$ cat config.mk
export PLATFORM = sky130hd
export DESIGN_NAME = sio_top
export DESIGN_NICKNAME = d
export VERILOG_FILES = /design/src/rtl/sio_pkg.sv /design/src/rtl/sio_baud.sv /design/src/rtl/sio_tx.sv /design/src/rtl/sio_rx.sv /design/src/rtl/sio_top.sv
export SDC_FILE = /design/constraint.sdc
export NUM_CORES = 1
export LEC_CHECK = 0
export ABC_AREA = 1
export BUFFER_PORTS_ARGS = -buffer_cell sky130_fd_sc_hd__buf_4
export CORE_ASPECT_RATIO = 1.2
export CORE_MARGIN = 2
export CORE_UTILIZATION = 60
export DETAILED_ROUTE_END_ITERATION = 6
export GPL_ROUTABILITY_DRIVEN = 1
export GPL_TIMING_DRIVEN = 1
export HOLD_SLACK_MARGIN = 0.12
export PLACE_DENSITY = 0.78
export SETUP_SLACK_MARGIN = 0.1
export SKIP_LAST_GASP = 1
export SLEW_MARGIN = 5
export SYNTH_ARGS = -nofsm -noshare
export SYNTH_HDL_FRONTEND = slang
export SYNTH_SLANG_ARGS = --single-unit
$ cat constraint.sdc
create_clock -name clk -period 5.3 [get_ports clk]
set_clock_uncertainty 0.2 [all_clocks]
set_input_delay 1.325 -clock clk [delete_from_list [all_inputs] [get_ports clk]]
set_output_delay 1.325 -clock clk [all_outputs]
set_load 0.02 [all_outputs]
$ cat src/rtl/sio_pkg.sv
package sio_pkg;
  localparam logic [1:0] A_DATA = 2'd0;
  localparam logic [1:0] A_CTRL = 2'd1;
  localparam logic [1:0] A_STAT = 2'd2;
  localparam logic [1:0] A_BAUD = 2'd3;

  // Packed so that bit 0 is the mode select and bit 3 the odd-parity select.
  typedef struct packed {
    logic odd;
    logic par_en;
    logic two_stop;
    logic sync;
  } ctrl_t;

  typedef enum logic [2:0] {RX_IDLE, RX_START, RX_DATA, RX_PAR, RX_STOP} rx_st_e;
endpackage

$ cat src/rtl/sio_baud.sv
module sio_baud #(
  parameter int DIV_W = 8
) (
  input  logic             clk,
  input  logic             rst_n,
  input  logic [DIV_W-1:0] div,
  output logic             tick
);
  logic [DIV_W-1:0] cnt_q, cnt_d;
  logic             tick_q, tick_d;

  always_comb begin
    cnt_d  = cnt_q + DIV_W'(1);
    tick_d = 1'b0;
    if (cnt_q >= div) begin
      cnt_d  = '0;
      tick_d = 1'b1;
    end
  end

  always_ff @(posedge clk or negedge rst_n) begin
    if (!rst_n) begin
      cnt_q  <= '0;
      tick_q <= 1'b0;
    end else begin
      cnt_q  <= cnt_d;
      tick_q <= tick_d;
    end
  end

  assign tick = tick_q;
endmodule

$ cat src/rtl/sio_tx.sv
// Transmit shifter for both modes; in synchronous mode it also owns the
// serial clock and captures the incoming bits on each rising edge.
module sio_tx import sio_pkg::*; #(
  parameter int DW = 8,
  parameter int OS = 16   // ticks per bit, power of two
) (
  input  logic          clk,
  input  logic          rst_n,
  input  logic          tick,
  input  logic          start,
  input  logic [DW-1:0] data,
  input  ctrl_t         cfg,
  input  logic          rxd_s,
  output logic          txd,
  output logic          sclk,
  output logic          busy,
  output logic          cap_done,
  output logic [DW-1:0] cap_data
);
  localparam int FW = DW + 4;
  localparam int CW = $clog2(OS);
  localparam int BW = $clog2(FW + 1);
  localparam logic [CW-1:0] T_LAST = CW'(OS - 1);
  localparam logic [CW-1:0] T_PRE  = CW'(OS / 2 - 1);
  localparam logic [CW-1:0] T_RISE = CW'(OS / 2);

  logic          act_q, act_d, sync_q, sync_d, done_q, done_d;
  logic [FW-1:0] frame_q, frame_d;
  logic [BW-1:0] last_q, last_d, bit_q, bit_d;
  logic [CW-1:0] tcnt_q, tcnt_d;
  logic [DW-1:0] cap_q, cap_d;
  logic          pbit;

  assign pbit = (^data) ^ cfg.odd;

  always_comb begin
    act_d   = act_q;
    sync_d  = sync_q;
    frame_d = frame_q;
    last_d  = last_q;
    bit_d   = bit_q;
    tcnt_d  = tcnt_q;
    cap_d   = cap_q;
    done_d  = 1'b0;
    if (!act_q) begin
      if (start) begin
        act_d  = 1'b1;
        sync_d = cfg.sync;
        bit_d  = '0;
        tcnt_d = '0;
        if (cfg.sync) begin
          frame_d = {{(FW - DW){1'b1}}, data};
          last_d  = BW'(DW - 1);
        end else begin
          frame_d = cfg.par_en ? {2'b11, pbit, data, 1'b0} : {3'b111, data, 1'b0};
          last_d  = BW'(DW + 1) + BW'(cfg.par_en) + BW'(cfg.two_stop);
        end
      end
    end else if (tick) begin
      tcnt_d = tcnt_q + CW'(1);
      if (sync_q && tcnt_q == T_PRE) cap_d = {rxd_s, cap_q[DW-1:1]};
      if (tcnt_q == T_LAST) begin
        frame_d = {1'b1, frame_q[FW-1:1]};
        bit_d   = bit_q + BW'(1);
        if (bit_q == last_q) begin
          act_d  = 1'b0;
          done_d = sync_q;
        end
      end
    end
  end

  always_ff @(posedge clk or negedge rst_n) begin
    if (!rst_n) begin
      act_q   <= 1'b0;
      sync_q  <= 1'b0;
      done_q  <= 1'b0;
      frame_q <= '1;
      last_q  <= '0;
      bit_q   <= '0;
      tcnt_q  <= '0;
      cap_q   <= '0;
    end else begin
      act_q   <= act_d;
      sync_q  <= sync_d;
      done_q  <= done_d;
      frame_q <= frame_d;
      last_q  <= last_d;
      bit_q   <= bit_d;
      tcnt_q  <= tcnt_d;
      cap_q   <= cap_d;
    end
  end

  assign txd      = act_q ? frame_q[0] : 1'b1;
  assign sclk     = ~(act_q & sync_q & (tcnt_q < T_RISE));
  assign busy     = act_q;
  assign cap_done = done_q;
  assign cap_data = cap_q;
endmodule

$ cat src/rtl/sio_rx.sv
// Asynchronous receiver: falling-edge start detect, mid-bit confirmation,
// majority of three tick samples per bit.
module sio_rx import sio_pkg::*; #(
  parameter int DW = 8,
  parameter int OS = 16   // ticks per bit, power of two
) (
  input  logic          clk,
  input  logic          rst_n,
  input  logic          tick,
  input  logic          rxd_s,
  input  logic          par_en,
  input  logic          odd,
  output logic          done,
  output logic [DW-1:0] data,
  output logic          ferr,
  output logic          perr
);
  localparam int CW = $clog2(OS);
  localparam int IW = $clog2(DW);
  localparam logic [CW-1:0] T_CTR = CW'(OS / 2);

  rx_st_e        st_q, st_d;
  logic [CW-1:0] tcnt_q, tcnt_d;
  logic [IW-1:0] bit_q, bit_d;
  logic [DW-1:0] sh_q, sh_d;
  logic [1:0]    smp_q, smp_d;
  logic          pb_q, pb_d, done_q, done_d, ferr_q, ferr_d, perr_q, perr_d;
  logic          maj;

  assign maj = (smp_q[1] & smp_q[0]) | (smp_q[1] & rxd_s) | (smp_q[0] & rxd_s);

  always_comb begin
    st_d   = st_q;
    tcnt_d = tcnt_q;
    bit_d  = bit_q;
    sh_d   = sh_q;
    smp_d  = smp_q;
    pb_d   = pb_q;
    ferr_d = ferr_q;
    perr_d = perr_q;
    done_d = 1'b0;
    if (tick) begin
      smp_d = {smp_q[0], rxd_s};
      if (st_q == RX_IDLE) begin
        if (smp_q[0] && !rxd_s) begin
          st_d   = RX_START;
          tcnt_d = CW'(1);
        end
      end else begin
        tcnt_d = tcnt_q + CW'(1);
        if (tcnt_q == T_CTR) begin
          case (st_q)
            RX_START: begin
              st_d  = maj ? RX_IDLE : RX_DATA;
              bit_d = '0;
            end
            RX_DATA: begin
              sh_d  = {maj, sh_q[DW-1:1]};
              bit_d = bit_q + IW'(1);
              if (bit_q == IW'(DW - 1)) st_d = par_en ? RX_PAR : RX_STOP;
            end
            RX_PAR: begin
              pb_d = maj;
              st_d = RX_STOP;
            end
            default: begin
              done_d = 1'b1;
              ferr_d = ~maj;
              perr_d = par_en & (pb_q ^ (^sh_q) ^ odd);
              st_d   = RX_IDLE;
            end
          endcase
        end
      end
    end
  end

  always_ff @(posedge clk or negedge rst_n) begin
    if (!rst_n) begin
      st_q   <= RX_IDLE;
      tcnt_q <= '0;
      bit_q  <= '0;
      sh_q   <= '0;
      smp_q  <= 2'b11;
      pb_q   <= 1'b0;
      done_q <= 1'b0;
      ferr_q <= 1'b0;
      perr_q <= 1'b0;
    end else begin
      st_q   <= st_d;
      tcnt_q <= tcnt_d;
      bit_q  <= bit_d;
      sh_q   <= sh_d;
      smp_q  <= smp_d;
      pb_q   <= pb_d;
      done_q <= done_d;
      ferr_q <= ferr_d;
      perr_q <= perr_d;
    end
  end

  assign done = done_q;
  assign data = sh_q;
  assign ferr = ferr_q;
  assign perr = perr_q;
endmodule

$ cat src/rtl/sio_top.sv
module sio_top import sio_pkg::*; #(
  parameter int DW    = 8,
  parameter int DIV_W = 8,
  parameter int OS    = 16
) (
  input  logic          clk,
  input  logic          rst_n,
  input  logic [1:0]    bus_addr,
  input  logic          bus_wr,
  input  logic          bus_rd,
  input  logic [DW-1:0] bus_wdata,
  output logic [DW-1:0] bus_rdata,
  input  logic          rxd,
  output logic          txd,
  output logic          sclk
);
  logic [1:0]       rst_pipe;
  logic             rst_ni;
  logic [1:0]       rx_pipe;
  logic             rxd_s, tick, tx_busy, start, mode_sync;
  logic             cap_done, rx_done, rx_ferr, rx_perr, new_char, rd_data;
  logic [DW-1:0]    cap_data, rx_data, char_data;
  ctrl_t            ctrl_q, ctrl_d;
  logic [DIV_W-1:0] baud_q, baud_d;
  logic [DW-1:0]    rx_buf, rx_buf_d;
  logic             rx_full, rx_full_d, ferr_q, ferr_d, perr_q, perr_d, ovr_q, ovr_d;

  // Asynchronous assertion, synchronous release.
  always_ff @(posedge clk or negedge rst_n) begin
    if (!rst_n) rst_pipe <= 2'b00;
    else        rst_pipe <= {rst_pipe[0], 1'b1};
  end
  assign rst_ni = rst_pipe[1];

  always_ff @(posedge clk or negedge rst_ni) begin
    if (!rst_ni) rx_pipe <= 2'b11;
    else         rx_pipe <= {rx_pipe[0], rxd};
  end
  assign rxd_s = rx_pipe[1];

  assign mode_sync = ctrl_q.sync;
  assign start     = bus_wr && bus_addr == A_DATA && !tx_busy;
  assign rd_data   = bus_rd && bus_addr == A_DATA;
  assign new_char  = cap_done | (rx_done & ~mode_sync);
  assign char_data = mode_sync ? cap_data : rx_data;

  sio_baud #(.DIV_W(DIV_W)) u_baud (
    .clk(clk), .rst_n(rst_ni), .div(baud_q), .tick(tick)
  );

  sio_tx #(.DW(DW), .OS(OS)) u_tx (
    .clk(clk), .rst_n(rst_ni), .tick(tick), .start(start), .data(bus_wdata),
    .cfg(ctrl_q), .rxd_s(rxd_s), .txd(txd), .sclk(sclk), .busy(tx_busy),
    .cap_done(cap_done), .cap_data(cap_data)
  );

  sio_rx #(.DW(DW), .OS(OS)) u_rx (
    .clk(clk), .rst_n(rst_ni), .tick(tick & ~mode_sync), .rxd_s(rxd_s),
    .par_en(ctrl_q.par_en), .odd(ctrl_q.odd), .done(rx_done), .data(rx_data),
    .ferr(rx_ferr), .perr(rx_perr)
  );

  always_comb begin
    ctrl_d    = ctrl_q;
    baud_d    = baud_q;
    rx_buf_d  = rx_buf;
    rx_full_d = rx_full;
    ferr_d    = ferr_q;
    perr_d    = perr_q;
    ovr_d     = ovr_q;
    if (bus_wr && bus_addr == A_CTRL) ctrl_d = ctrl_t'(bus_wdata[3:0]);
    if (bus_wr && bus_addr == A_BAUD) baud_d = bus_wdata[DIV_W-1:0];
    if (bus_wr && bus_addr == A_STAT) begin
      ferr_d = 1'b0;
      perr_d = 1'b0;
      ovr_d  = 1'b0;
    end
    if (rd_data) rx_full_d = 1'b0;
    if (new_char) begin
      if (rx_full && !rd_data) begin
        ovr_d = 1'b1;
      end else begin
        rx_buf_d  = char_data;
        rx_full_d = 1'b1;
        ferr_d    = ferr_d | (rx_ferr & ~mode_sync);
        perr_d    = perr_d | (rx_perr & ~mode_sync);
      end
    end
  end

  always_ff @(posedge clk or negedge rst_ni) begin
    if (!rst_ni) begin
      ctrl_q  <= '0;
      baud_q  <= '0;
      rx_buf  <= '0;
      rx_full <= 1'b0;
      ferr_q  <= 1'b0;
      perr_q  <= 1'b0;
      ovr_q   <= 1'b0;
    end else begin
      ctrl_q  <= ctrl_d;
      baud_q  <= baud_d;
      rx_buf  <= rx_buf_d;
      rx_full <= rx_full_d;
      ferr_q  <= ferr_d;
      perr_q  <= perr_d;
      ovr_q   <= ovr_d;
    end
  end

  always_comb begin
    case (bus_addr)
      A_DATA:  bus_rdata = rx_buf;
      A_CTRL:  bus_rdata = DW'(ctrl_q);
      A_STAT:  bus_rdata = DW'({ovr_q, perr_q, ferr_q, rx_full, tx_busy});
      default: bus_rdata = DW'(baud_q);
    endcase
  end
endmodule

Yosys cells after proc, flatten, opt, wreduce, memory -nomap -nowiden:

Index checks and enable logic that the tools add are counted.

* flip-flop bits (word level): 96
* input port bits: 15
* output and inout port bits: 10
* word-level logic and storage cells: 164

* $add $sub $neg: 7
* magnitude comparators: 2
* equal/unequal tests: 15
* muxes and demuxes: 53
* bitwise operators: 25
* reductions and logical operators: 31

Operator list (count)
* 12-bit 2-to-1 mux: 5
* 4-bit 2-to-1 mux: 9
* 1-bit 2-to-1 mux: 27
* 8-bit one-hot mux with 3 select lines: 1
* 4-bit AND reduction: 5
* 8-bit 2-to-1 mux: 2
* 8-bit parity: 2
* 3-bit 2-to-1 mux: 5
* 4-bit by 1-bit adder with 4-bit output (second input constant): 3
* 1-bit AND: 10
* 10-bit 2-to-1 mux: 1
* 1-bit logical AND: 9
* 3-bit one-hot mux with 3 select lines: 1
* 8-bit by 1-bit adder with 8-bit output (second input constant): 1
* 4-bit == test (second input constant): 2
* 8-bit greater-or-equal comparator: 1
* 2-bit AND reduction: 4
* 1-bit inverter: 7
* 3-bit by 2-bit == test with 1-bit output (second input constant): 2
* 2-bit inequality test (second input constant): 3
* 3-bit one-hot mux with 2 select lines: 1
* 3-bit AND reduction: 2
* 2-bit nonzero test: 3
* 1-bit bitwise OR: 5
* 17 further kinds: 22

Depth between registers and ports, before layout:

Gate-level depths: netlist of the first run.

* word-level depth: 7
* depth in mapped cells: 11
* mapped depth without buffers: 11

Hierarchy:

A second synthesis of the first run with hierarchy kept.

* cells, all modules: 613
* area total of the unflattened synthesis: 5048.6 sq um

By module, submodules not included
* sio_tx: times used 1, cells an instance 206, area an instance 1697.9 sq um, sequential area each 813.3 sq um
* sio_top: times used 1, cells an instance 176, area an instance 1420.1 sq um, sequential area each 703.2 sq um
* sio_rx: times used 1, cells an instance 160, area an instance 1327.5 sq um, sequential area each 603.1 sq um
* sio_baud: times used 1, cells an instance 71, area an instance 603.1 sq um, sequential area each 225.2 sq um

Least setup slack after synthesis of the first run:

No wires, ideal clock.

* path type: input -> output
* start: in bus_addr[1]
* end: out bus_rdata[0]
* arrival: 1.983 ns
* required time: 3.775 ns
* slack: 1.792 ns
* cell stages on the path: 3
* path buffers: 0
* path through: nor2_4 > inv_1 > o2111ai_1

* word-level cells in the longest chain between the ends: 2
* elaborated cells between the ends (all ways): 4
* classes of those cells: 2 x eq/ne; 1 x mux; 1 x reduce/logical

RTL lines
* start: declaration: line sio_top.sv:8 `input logic [1:0] bus_addr,`
* 2-bit == test, or another cell as far along: line sio_top.sv:112 `case (bus_addr)`
* 8-bit one-hot mux with 3 select lines *: line sio_top.sv:112
* end: declaration: line sio_top.sv:12 `output logic [DW-1:0] bus_rdata,`

Mark *: on every way between the ends. The rest lies on a longest branch, timed or not.

Worst setup path after layout of the first run:

* start: in bus_addr[0]
* end: out bus_rdata[1]

The elaborated chain is that of the path after synthesis.

==> results.cfg, run 1 <==
[status]
status = completed

[critical_path]
cp.required_ns = 3.77
slowest_delay_ns = 0.21
crit_arrival_ns = 2.22
regToRegSetupSlack_ns = 2.78
worst-path-buf-inv = 4
path_depth = 8
critical_path.startpoint_type = input pin
crit_chain = buf_4 > inv_1 > nor2_1 > inv_1 > nor2_1 > a221oi_1 > o21ai_0 > buf_4
path_max_fanout = 4
crit_path_end_kind = output pin
setup.worst_path.class = input pin to output pin
r2r_start = mode_sync
timing.critical_path.from = bus_addr[0]
crit_family = buffers and inverters
r2r-end = rx_buf[0]
crit_end = bus_rdata[1]
reg2reg_depth = 7
slowest_stage = a221oi_1

[global_routing]
grt_pass1_wl_mm = 16.3
first_global_vias = 3641
antenna_found_initial = 0
overflow = 0
grtUsageTotal_pct = 23.7
grt_max_degree = 77

[synthesis]
synth_xor_area_share_pct = 3.13
async_flop_share_pct = 100
synthAdderAreaFrac_pct = 4.20
synthTopCellsByCount = nand2_1 (140), dfrtp_1 (79), inv_1 (75), o21ai_0 (58), nor2_1 (39)
synth_most_common_cell = nand2_1
yosysTopAreaCellShare_pct = 41.5
synth-edff-count = 0
synth_mux_area_share_pct = 0.236
yosysUniqueCellTypes = 42
synth.area.top_cells = dfrtp_1 (42%), nand2_1 (11%), dfstp_2 (7.7%)
synth_warnings = 0
syn_area_um2 = 4760
yosys.area.top_type = dfrtp_1
synth_top_family_by_area = simple AND/OR/NAND/NOR gates
synth_flop_cell = dfrtp_1
synth_fp_nets = 593
synth_cells = 562
synth-compound-area-share_pct = 14.5
ys_ff_latch = 93
synth_area_per_cell_um2 = 8.47
yosys.area_share.simple_pct = 20.5
yosysSeqAreaShare_pct = 49.2

[final_layout]
nNetsFinal = 617
diodes = 0
syn2layout_area_growth_pct = 8.62
drive_above_1_share_pct = 12.2
multi_input_area_um2 = 2030
nFillCells = 630
regArea_um2 = 2350

[clock_tree]
cts_tree = done
clk_latency_ns = 0.35
clockBufferDepth = 2
clk_pin_slew_ns = 0.09
numCtsBuffers = 9
cts-root-buf = clkbuf_8
cts.sinks = 93
htree_num_levels = 3

[drt]
vias_per_cell = 5.49
drtPass1Iterations = 5
routed_wl_mm = 9.61
ant_nets = 0
drc = 0
drt_iter0_drc = 231
vias = 3752
wl_per_cell_um = 14.1

[timing]
min_period_ns = 3.75
fmax_mhz = 267
hold_viol = 0
rsz0062_at_grt = no
setup_ws_ns = 1.55
slew_headroom_pct = 38.0
drv_slew = 0
setup_viol = 0
fin_tns_setup_ns = 0
period_share_pct = 70.7
worstMarginPinSlew_ns = 0.931

[die]
die_w_um = 85.3
die_height_um = 102
initial_core_util_pct = 61.8
rows = 35
core-area_um2 = 7710
io_pins = 25
dieArea_um2 = 8670

[power_and_ir_drop]
p_leak_uw = 0.00263
powerDensity_nw_per_um2 = 388
peakVddDrop_mv = 0.232

[placed_design]
hpwl_mm = 7.07
gp_congestion = 0.911
post-place-ws_ns = 1.58
portBuffers = 24

[job]
cap_violations = 0

[worst_hold_path]
hp-class = register to register
area by class of cell:
type / instances / share of cell area, %
sequential: 93 / 45.4
multi-input combinational: 379 / 39.3
inverter: 77 / 5.59
timing repair buffer: 26 / 3.82
clock buffer: 11 / 2.54
tap: 92 / 2.23
clock inverter: 5 / 1.16
registers in the layout, summed over array words and instances, names as in the netlist, 3 cells and up:
signal and flops:
u_tx.tcnt_q 4, u_tx.last_q 4, u_baud.cnt_q 8, baud_q 8, ctrl_q 3, u_tx.frame_q 10
u_tx.cap_data 8, u_rx.data 8, u_rx.tcnt_q 4, rx_buf 8, u_rx.bit_q 3, u_rx.st_q 3
u_tx.bit_q 4
timing repair:
action	in CTS	in global routing
endpoints found under the hold margin	5	0
resized for setup	0	0
hold buffers	1	0
setup buffers	0	0
power breakdown:
group	internal, uW	switching (uW)	total (uW)	leakage [uW]
clock	220	242	462	0.0000939
combinational	205	321	526	0.00141
sequential	885	135	1020	0.00112
total	1310	698	2010	0.00263
metrics by stage:
stage               hold slack, ns  power (uW)  cells  cell area, um2  utilization (%)
CTS                          0.167        2020    683            5170             67.1
global placement           -0.0222        1520    666            4970             64.5
global route                 0.168        2150    683            5170             67.1
detailed placement         -0.0139        1550    666            4970             64.5
floorplan                    0.131        1390    562            4760                -
finish                       0.163        2010    683            5170             67.1
worst min-delay path by stage:
stage / endpoint / start / depth (start not counted)
after floorplan: rst_pipe[1] / rst_pipe[0] / 0
final: rx_pipe[1] / rx_pipe[0] / 0
after detailed placement: u_tx.bit_q[1] / rst_pipe[1] / 0
after global placement: u_tx.tcnt_q[2] / rst_pipe[1] / 0
after CTS: rx_pipe[1] / rx_pipe[0] / 0
after global routing: rx_pipe[1] / rx_pipe[0] / 0
worst register-to-register path: stages (launching register included):
cell and delay, ns:
dfrtp_1 0.94, inv_1 0.43, a21oi_2 0.29, inv_1 0.06
nand2_1 0.10, inv_2 0.12, o211ai_1 0.11, o21ai_0 0.13
layer usage:
layer / GRT usage [%] / vias up / share of wire, %
met4: 10.5 / 0 / 2.4
met5: 0 / - / 0
met3: 2.93 / 19 / 3.4
met2: 41.0 / 85 / 50
li1: - / 1875 / -
met1: 29.9 / 1773 / 44
kinds of logic (layout without fill, tap and decap cells):
| logic type | Yosys count | count (layout) |
|---|---|---|
| adders and majority gates | 16 | 16 |
| buffers and inverters | 90 | 119 |
| and+or+nand+nor | 223 | 223 |
| xor gates and xnor gates | 17 | 17 |
| AOI/OAI and AO/OA | 121 | 121 |
| muxes | 1 | 1 |
| other | 1 | 1 |
| DFF | 93 | 93 |
placed cells by master (no fill, tap or decap), types with 2 or more instances in the layout:
cell type    n
nand4_1      3
clkbuf_1     2
nor2_4       2
inv_1       75
a22oi_1      2
a221oi_1     2
clkbuf_8     9
o21ai_0     58
xnor2_1      7
nand3_1     24
dfrtp_1     78
nand2_1    140
nor2_1      39
o211ai_1    15
a21oi_2      2
a21oi_1     23
buf_4       25
o21ai_1      6
inv_2        2
a31oi_1      4
ha_1        16
o22ai_1      3
o2111ai_1    2
dfstp_2     14
nor3_1       3
nand2_4      5
xor2_1      10
(Power assumes the default switching activity.)
==> inputs of run 2 (changes only) <==
- CORE_UTILIZATION: 60 -> 55
- PLACE_DENSITY: 0.78 -> 0.76
- clock period: 5.3 -> 3.3 ns (I/O delays scaled with it)
==> run 2 against run 1 <==
Against the previous run:
- final area up 0.77%
- first-iteration DRC count up 12%
- routed wire length up 1.4%
- worst hold slack worse by 0.0050 ns
- utilization down 5.9 points
- via count up 0.88%
- count of clock-buffer cells in the layout up 1
- sequential cell count unchanged
- combinational power up 60%
- clock power up 63%
==> results.cfg, run 2 (synthesis results as in run 1) <==
[timing]
fin_tns_setup_ns = 0
slew_headroom_pct = 30.0
drv_slew = 0
setup_viol = 0
worstMarginPinSlew_ns = 1.05
hold_viol = 0
fmax_mhz = 358
period_share_pct = 84.5
rsz0062_at_grt = no
min_period_ns = 2.79

[final_layout]
finalInstanceArea_um2 = 5210
largest_reg_flops = 10
nNetsFinal = 618
regMostFlops = u_tx.frame_q
fin_cells = 709
diodes = 0
drive_above_1_share_pct = 12.3
nFillCells = 749
layout_commonest_cell = nand2_1
syn2layout_area_growth_pct = 9.46
layout_common_cells = nand2_1 (140), dfrtp_1 (78), inv_1 (75)

[job]
cap_violations = 0

[clock_tree]
cts_tree = done
clockBufferDepth = 2
cts-root-buf = clkbuf_8
cts.sinks = 93
clk_pin_slew_ns = 0.08
htree_num_levels = 3
cts_resized = 0
clk_latency_ns = 0.36
numCtsBuffers = 9

[critical_path]
slowest_delay_ns = 0.23
crit_arrival_ns = 1.76
critical_path.startpoint_type = input pin
path_depth = 8
slowest_stage = a221oi_1
crit_chain = buf_4 > inv_1 > nor2_1 > inv_1 > nor2_1 > a221oi_1 > o21ai_0 > buf_4
worst-path-buf-inv = 4
crit_family = buffers and inverters
timing.critical_path.from = bus_addr[0]
crit_end = bus_rdata[1]
cp.required_ns = 2.27
r2r_start = u_tx.busy
r2r-end = u_tx.bit_q[3]
setup.worst_path.class = input pin to output pin
reg2reg_depth = 6
regToRegSetupSlack_ns = 1.14
path_max_fanout = 4
crit_path_end_kind = output pin

[power_and_ir_drop]
peakVddDrop_mv = 0.391
p_leak_uw = 0.00264
fin_total_pwr_uw = 3230
powerDensity_nw_per_um2 = 619

[die]
rows = 37
initial_core_util_pct = 55.9
dieArea_um2 = 9420
io_pins = 25
core-area_um2 = 8520
die_height_um = 106
die_w_um = 88.9

[drt]
vias_per_cell = 5.34
drt_iter0_drc = 258
vias = 3785
routed_wl_mm = 9.75
ant_nets = 0
drtPass1Iterations = 5
drc = 0
wl_per_cell_um = 13.8

[global_routing]
grt_pass1_wl_mm = 16.6
antenna_found_initial = 0
grt_max_degree = 84
overflow = 0
first_global_vias = 3713
grtUsageTotal_pct = 22.8

[placed_design]
place_inst = 692
placedInstanceArea_um2 = 5010
hpwl_mm = 7.15
portBuffers = 24
gp_congestion = 0.901

[status]
status = completed

[worst_hold_path]
hp-class = register to register
hold_depth = 0
## run 2: cell types whose count changed in the layout (fill, tap and decap cells not counted), sizes merged
cell	delta
buf	+1
inv	-1
clkbuf	+1
## run 2: worst min path at each step
| stage | to | slack (ns) | startpoint |
|---|---|---|---|
| after floorplan | rst_pipe[1] | 0.13 | rst_pipe[0] |
| after global placement | rst_pipe[1] | 0.14 | rst_pipe[0] |
| after detailed placement | rst_pipe[1] | 0.14 | rst_pipe[0] |
| after CTS | rst_pipe[1] | 0.16 | rst_pipe[0] |
| after global routing | rx_pipe[1] | 0.17 | rx_pipe[0] |
| final | rst_pipe[1] | 0.16 | rst_pipe[0] |
## run 2: where the power goes
part | internal (uW) | switching [uW] | leakage [uW]
Combinational | 332 | 508 | 0.00142
Sequential | 1420 | 215 | 0.00112
Clock | 369 | 382 | 0.0000964
Total | 2120 | 1100 | 0.00264
## run 2: layout make-up
| type | instances | area [um2] | area share [%] |
|---|---|---|---|
| Inverter | 77 | 289 | 5.54 |
| Tap cell | 117 | 146 | 2.81 |
| Timing Repair Buffer | 27 | 205 | 3.94 |
| Clock inverter | 4 | 47.5 | 0.912 |
| Sequential cell | 93 | 2350 | 45.1 |
| Multi-Input combinational cell | 379 | 2030 | 39.0 |
| Clock buffer | 12 | 145 | 2.78 |
## run 2: routing by layer
| metal | vias to the layer above | global-route usage [%] | part of all wire [%] |
|---|---|---|---|
| li1 | 1872 | - | - |
| met1 | 1816 | 30.0 | 45 |
| met2 | 77 | 36.5 | 49 |
| met3 | 20 | 3.11 | 3.1 |
| met4 | 0 | 11.5 | 3.2 |
| met5 | - | 0 | 0 |
## run 2: what timing repair did
| action | 4_1_cts | 5_1_grt |
|---|---|---|
| setup endpoints to repair | 0 | 0 |
| buffers inserted | 0 | 0 |
| hold buffers | 1 | 0 |
| endpoints found under the hold margin | 2 | 0 |
## run 2: per-stage QoR
step	worst slack (ns)	utilization, %	hold WS [ns]
after floorplan	0.342	-	0.131
after global placement	0.621	58.8	0.143
after detailed placement	0.554	58.8	0.141
after CTS	0.552	61.2	0.162
after global routing	0.446	61.2	0.171
final	0.510	61.2	0.158
